<file path="config.mk">
export PLATFORM = sky130hd
export DESIGN_NAME = pmul16_unit
export DESIGN_NICKNAME = d
export VERILOG_FILES = /design/src/rtl/pmul16_pkg.sv /design/src/rtl/pmul16_lane.sv /design/src/rtl/pmul16_combine.sv /design/src/rtl/pmul16_unit.sv
export SDC_FILE = /design/constraint.sdc
export NUM_CORES = 2
export LEC_CHECK = 0
export BUFFER_PORTS_ARGS = -buffer_cell sky130_fd_sc_hd__buf_2
export CAP_MARGIN = 20
export CORE_MARGIN = 1.5
export CORE_UTILIZATION = 70
export DETAILED_ROUTE_END_ITERATION = 10
export PLACE_DENSITY = 0.89
export SETUP_SLACK_MARGIN = 0.05
export SLEW_MARGIN = 25
export SYNTH_ARGS = -nofsm -noshare
export SYNTH_HDL_FRONTEND = slang
export SYNTH_SLANG_ARGS = --single-unit
</file>
<file path="constraint.sdc">
create_clock -name clk_i -period 5.9 [get_ports clk_i]
set_input_delay 0.59 -clock clk_i [delete_from_list [all_inputs] [get_ports clk_i]]
set_output_delay 0.59 -clock clk_i [all_outputs]
set_load 0.05 [all_outputs]
</file>
<file path="src/rtl/pmul16_pkg.sv">
package pmul16_pkg;
  typedef enum logic [1:0] {
    OP_MUL_LO   = 2'b00,
    OP_MUL_HI_S = 2'b01,
    OP_MUL_HI_U = 2'b10,
    OP_MUL_ADD  = 2'b11
  } pmul_op_e;
endpackage

</file>
<file path="src/rtl/pmul16_lane.sv">
module pmul16_lane #(
  parameter int LANE_W = 16
) (
  input  logic [LANE_W-1:0]   a_i,
  input  logic [LANE_W-1:0]   b_i,
  input  logic                signed_i,
  output logic [2*LANE_W-1:0] prod_o
);
  // one extra bit selects sign or zero extension; low 2W bits are exact either way
  logic signed [LANE_W:0]     a_x, b_x;
  logic signed [2*LANE_W+1:0] full;

  assign a_x    = {signed_i & a_i[LANE_W-1], a_i};
  assign b_x    = {signed_i & b_i[LANE_W-1], b_i};
  assign full   = a_x * b_x;
  assign prod_o = full[2*LANE_W-1:0];
endmodule

</file>
<file path="src/rtl/pmul16_combine.sv">
module pmul16_combine
  import pmul16_pkg::*;
#(
  parameter int LANES  = 4,
  parameter int LANE_W = 16,
  localparam int PROD_W = 2 * LANE_W,
  localparam int DATA_W = LANES * LANE_W
) (
  input  logic [LANES*PROD_W-1:0] prod_i,
  input  pmul_op_e                op_i,
  output logic [DATA_W-1:0]       res_o
);
  logic [DATA_W-1:0] half_res;
  logic [DATA_W-1:0] pair_res;

  for (genvar i = 0; i < LANES; i++) begin : g_half
    logic [PROD_W-1:0] p;
    assign p = prod_i[i*PROD_W +: PROD_W];
    assign half_res[i*LANE_W +: LANE_W] =
      (op_i == OP_MUL_LO) ? p[LANE_W-1:0] : p[PROD_W-1:LANE_W];
  end

  for (genvar j = 0; j < LANES/2; j++) begin : g_pair
    // wrapping sum of two signed products
    assign pair_res[j*PROD_W +: PROD_W] =
      prod_i[(2*j)*PROD_W +: PROD_W] + prod_i[(2*j+1)*PROD_W +: PROD_W];
  end

  assign res_o = (op_i == OP_MUL_ADD) ? pair_res : half_res;
endmodule

</file>
<file path="src/rtl/pmul16_unit.sv">
module pmul16_unit
  import pmul16_pkg::*;
#(
  parameter int LANES  = 4,
  parameter int LANE_W = 16,
  localparam int PROD_W = 2 * LANE_W,
  localparam int DATA_W = LANES * LANE_W
) (
  input  logic              clk_i,
  input  logic              rst_ni,
  input  logic              start_i,
  input  logic [1:0]        op_i,
  input  logic [DATA_W-1:0] a_i,
  input  logic [DATA_W-1:0] b_i,
  output logic              busy_o,
  output logic              done_o,
  output logic [DATA_W-1:0] result_o
);
  pmul_op_e                op_in, op_q;
  logic                    accept, use_signed;
  logic                    s1_vld_q, done_q;
  logic [LANES*PROD_W-1:0] prod_d, prod_q;
  logic [DATA_W-1:0]       res_d, res_q;

  assign op_in      = pmul_op_e'(op_i);
  assign accept     = start_i & ~s1_vld_q;
  assign use_signed = (op_in != OP_MUL_HI_U);

  for (genvar i = 0; i < LANES; i++) begin : g_lane
    pmul16_lane #(.LANE_W(LANE_W)) u_lane (
      .a_i     (a_i[i*LANE_W +: LANE_W]),
      .b_i     (b_i[i*LANE_W +: LANE_W]),
      .signed_i(use_signed),
      .prod_o  (prod_d[i*PROD_W +: PROD_W])
    );
  end

  // stage 1: products
  always_ff @(posedge clk_i or negedge rst_ni) begin
    if (!rst_ni) begin
      s1_vld_q <= 1'b0;
      prod_q   <= '0;
      op_q     <= OP_MUL_LO;
    end else begin
      s1_vld_q <= accept;
      if (accept) begin
        prod_q <= prod_d;
        op_q   <= op_in;
      end
    end
  end

  pmul16_combine #(.LANES(LANES), .LANE_W(LANE_W)) u_combine (
    .prod_i(prod_q),
    .op_i  (op_q),
    .res_o (res_d)
  );

  // stage 2: result and completion
  always_ff @(posedge clk_i or negedge rst_ni) begin
    if (!rst_ni) begin
      res_q  <= '0;
      done_q <= 1'b0;
    end else begin
      done_q <= s1_vld_q;
      if (s1_vld_q) res_q <= res_d;
    end
  end

  assign busy_o   = s1_vld_q;
  assign done_o   = done_q;
  assign result_o = res_q;

  AST_DONE_PULSE: assert property (@(posedge clk_i) disable iff (!rst_ni)
    done_o |=> !done_o);
  AST_DONE_LATENCY: assert property (@(posedge clk_i) disable iff (!rst_ni)
    (start_i && !busy_o) |=> busy_o ##1 done_o);
  AST_RESULT_HELD: assert property (@(posedge clk_i) disable iff (!rst_ni)
    !done_o |-> $stable(result_o));
  AST_BUSY_NO_TAKE: assert property (@(posedge clk_i) disable iff (!rst_ni)
    busy_o |=> !busy_o);
endmodule

</file>
### After elaboration in Yosys (flattened, before gate mapping)

Index checks and enable logic that the tools add are counted.

| storage, ports and cells | value |
|---|---|
| input port bits | 133 |
| bits in registers | 196 |
| output and inout port bits | 66 |
| word-level logic and storage cells | 29 |

| cells by class | value |
|---|---|
| add/subtract/negate cells | 2 |
| muxes and demuxes | 5 |
| bitwise operators | 10 |
| equality and inequality tests | 2 |
| multipliers | 4 |
| reductions and logical operators | 1 |

Operator list:

| operator | count |
|---|---|
| $mul A17 B17 Y32 | 4 |
| $add A32 B32 Y32 | 2 |
| $mux W16 | 4 |
| $mux W64 | 1 |
| $and A1 B1 Y1 | 9 |
| $eq A2 B2 Y1 const B | 1 |
| $logic_not A2 Y1 | 1 |
| $ne A2 B2 Y1 const B | 1 |
| $not A1 Y1 | 1 |

### Logic depth before layout (Yosys ltp)

| logic depth | value |
|---|---|
| word-level depth | 3 |
| mapped depth | 29 |

### Cells and area by module

A second synthesis with hierarchy kept.

| second synthesis, totals | value |
|---|---|
| cell total of the unflattened synthesis | 5853 |
| area, all modules | 55166.7 um2 |

By module, submodules not included:

| module | instances | sequential area each (um2) | area each (um2) | cells an instance |
|---|---|---|---|---|
| pmul16_lane at g_lane[0].u_lane ... | 2 | 0.0 | 10615.2 | 1179 |
| pmul16_lane at g_lane[3].u_lane | 1 | 0.0 | 10607.7 | 1189 |
| pmul16_lane at g_lane[2].u_lane | 1 | 0.0 | 10563.9 | 1175 |
| pmul16_unit | 1 | 4904.7 | 7652.3 | 414 |
| pmul16_combine | 1 | 0.0 | 5112.4 | 717 |

### Worst setup path before layout

OpenSTA, ideal clock, no wires.

| path | value |
|---|---|
| path kind | in2reg |
| start | input port op_i[0] |
| end | register prod_q[127] |
| buffers on the path | 3 |
| data required time | 5.768 ns |
| stages | 26 |
| data arrival time | 6.642 ns |
| path slack | -0.873 ns |
| cell sequence | nand2b_1 clkbuf_1 clkbuf_1 clkbuf_1 and3_1 fa_1 inv_1 fa_1 fa_1 fa_1 inv_1 fa_1 inv_1 fa_1 inv_1 ha_1 a21o_1 a21o_1 a21o_1 a21o_1 a31oi_1 o21ai_1 or3_1 a31oi_1 xnor2_1 o21ai_1 |

| on the way | value |
|---|---|
| longest elaborated chain between the ends | 3 |

Ends and longest elaborated chain:

| what | line | RTL |
|---|---|---|
| from (decl) | pmul16_unit.sv:12 | `input logic [1:0] op_i,` |
| $ne A2 B2 Y1 * | pmul16_unit.sv:27 | `assign use_signed = (op_in != OP_MUL_HI_U);` |
| $and A1 B1 Y1, on equally long branches | pmul16_lane.sv:13, pmul16_lane.sv:14 |  |
| $mul A17 B17 Y32 * | pmul16_lane.sv:15 | `assign full = a_x * b_x;` |
| to (signal assigned) | pmul16_unit.sv:47 | `prod_q <= prod_d;` |
| to (decl) | pmul16_unit.sv:22 | `logic [LANES*PROD_W-1:0] prod_d, prod_q;` |

Every way passes the cells marked *; elsewhere a longest branch is shown, timed or not.
A chain may end at the register's enable or synchronous reset.

### Worst setup path in the final report

| path | value |
|---|---|
| start | input port op_i[0] |
| end | register prod_q[57] |

Same word-level chain as after synthesis.

==> results.tsv <==
metric	value	unit
wire per inst	22.00	µm
gp weighted congestion	1.005	
Final Critical Period	6.274	ns
synth-to-layout area growth	16.68	%
Synth Net Count	7602	
CP dominant cell by count	fa_1	
IO buf count	198	
top-count cell post-synth	inv_1	
Worst Setup Start Kind	input port	
Finished Cell Area	0.06235	mm²
CP Data Required Time	6.21	ns
Yosys reg bits	196	
DRC violations left	0	
Crit-path slowest cell	fa_1	
RSZ-0062 raised after global routing	true	
post-synthesis cell area	0.05343	mm²
via total after detailed routing	46488	
largest net degree at the start of global routing	106	
Avg Cell Area, Syn	8.982	µm²
clock sinks	196	
Gate Count Post-Synth	5949	
Pins Over Slew Limit	0	
Distinct cells, synth	77	
Tcrit/Tclk final	106.3	%
post-synthesis simple-gate area fraction	15.37	%
num rows	101	
outcome	complete, but fails checks	
Worst-Margin Slew	1.052	ns
Post-Synth XOR/XNOR Area	3.163	%
Die Y-Extent	279.3	µm
final WL	167100	µm
Critical Path Sink Type	register	
vias per cell	6.118	
Finish-stage setup viols	39	
Final Non-Filler Cells	7598	
clock root cell	clkbuf_16	
worst setup margin	-0.3737	ns
clk_lat worst skew	0.47	ns
Synth Area in Adders	51.47	%
post-synthesis compound-gate area fraction	8.465	%
clk_skew	0.01252	ns
die area	0.07800	mm²
Initial Util	70.59	%
failing checks	setup timing	
Fin. Hold Viols	0	
Pre-antenna DRT Iters	8	
Fillers	4000	
Slew headroom	29.78	%
Synth area leader	fa_1	
Post-DRT Antenna Nets	0	
first-pass GRT wire length	252200	µm
placed cell areas	0.06002	mm²
Total GRT Usage	41.54	%
initial detailed-routing violation count	4741	
post-synthesis mux area share	1.442	%
maximum clock insertion buffer count	2	
Post-Place Cells	7513	
crit path kind	in2reg	
sequential cell area fraction in the yosys report	9.179	%
Critical Path Max Stage Delay	0.60	ns
CTS clock-pin slew for the worst setup and hold paths	0.08	ns
sequential cell area	0.004911	mm²
area occupied by multi-input gates	0.04405	mm²
Crit path arrival time	6.59	ns
H-tree depth	4	
layout cell share with drive strength beyond 1	18.60	%
top post-synthesis cells by count	inv_1 (1311), fa_1 (1130), nand2_1 (844)	
CP Max Fanout	14	
Placeable Area	0.07570	mm²
Num CTS Buffers	17	
MaxCap Viol Count	0	
FFs w/ async S/R, synth	100.0	%
grt ovf	0	
fmax	159.4	MHz
Post-synth EDFFs	0	
hpwl dp	127600	µm
Primary FF master, synth	dfrtp_1	
largest family of logic cells by synthesized area	adder cells	
final net count	8257	
setup_tns	-6.161	ns
initial antenna violation count	5	
Hold WC Path Type	in2async	
worst hold slack	0.1669	ns
largest cells by area after synthesis	fa_1 (42%), inv_1 (9.2%), dfrtp_1 (9.2%)	
Synth Warn #	0	
top cell type's share of synthesized area	42.33	%
die span in x	279.3	µm
number of global-route vias before repair	49778	
CTS tree	done	
num ports	199	
registers in the layout, summed over array words and instances (netlist names):
signal,cells
op_q,2
done_o,1
prod_q,128
result_o,64
busy_o,1
worst paths after layout:
| check | startpoint | endpoint | slack, ns | cells after the start |
|---|---|---|---|---|
| max in group asynchronous | rst_ni | prod_q[58] | 4.68 | 2 |
| min in group clk_i | result_o[1] | result_o[1] | 0.47 | 1 |
| hold reg to reg | result_o[1] | result_o[1] | 0.47 | 1 |
| setup / recovery | op_i[0] | prod_q[57] | -0.37 | 25 |
| hold / removal | rst_ni | result_o[3] | 0.17 | 1 |
| setup reg to reg | prod_q[96] | result_o[60] | 2.00 | 13 |
cell type report:
type / count / share of cell area (%)
clock buffer: 18 / 0.6883
sequential: 196 / 7.877
antenna: 3 / 0.01204
clock inverter: 14 / 0.2549
inverter: 1313 / 7.905
multi-input combinational: 4201 / 70.65
tap: 978 / 1.963
timing repair buffer: 875 / 10.65
kinds of logic (layout without fill, tap and decap cells):
logic type,Yosys count,count (layout)
compound gates,703,703
other cells,0,3
xor+xnor,193,193
mux,73,73
buf+inv,1553,2220
fa+ha+maj,1520,1520
flops,196,196
simple gates,1711,1712
layout by cell type (no fill, tap or decap), types with 58 or more instances in the layout:
master,instances
buf_2,157
a21oi_1,113
ha_1,352
buf_4,629
nand2_1,819
and2_1,459
inv_1,1264
fa_1,1108
xor2_1,71
dfrtp_1,193
nor2_1,119
xnor2_1,116
a21o_1,100
o21ai_0,150
a211oi_1,58
per-layer routing:
metal | vias to the layer above | part of all wire, % | routed length [µm] | GRT usage, %
met5 | - | 0 | 0 | 0
met4 | 0 | 8.6 | 14320 | 25.71
met3 | 1165 | 11 | 17940 | 8.907
met2 | 3135 | 48 | 80420 | 69.89
met1 | 22829 | 33 | 54460 | 48.88
li1 | 19359 | - | - | -
stage by stage:
| step | setup slack, ns | util (%) |
|---|---|---|
| 2_1_floorplan | -0.4604 | - |
| 3_3_place_gp | -0.7216 | 79.29 |
| 3_5_place_dp | -0.8757 | 79.29 |
| 4_1_cts | -0.1375 | 80.95 |
| 5_1_grt | -0.4521 | 82.36 |
| 6_report | -0.3737 | 82.37 |
critical path: cells and delay by family:
kind,cells,cell delay [ns]
AO/OA/AOI/OAI,4,0.58
XOR/XNOR,1,0.12
adder cells (fa/ha/maj),7,3.46
buffers and inverters,8,1.01
AND/OR/NAND/NOR,5,0.80
repair_timing:
action / in CTS / in global routing
pin swaps: 105 / 158
gates cloned: 1 / 0
setup endpoints to repair: 42 / 54
hold buffers: 0 / 0
setup buffers: 29 / 27
resized for setup: 133 / 239
Power is not shown: default switching activity piles up to over one toggle a cycle in this logic, so the estimate is an artifact.
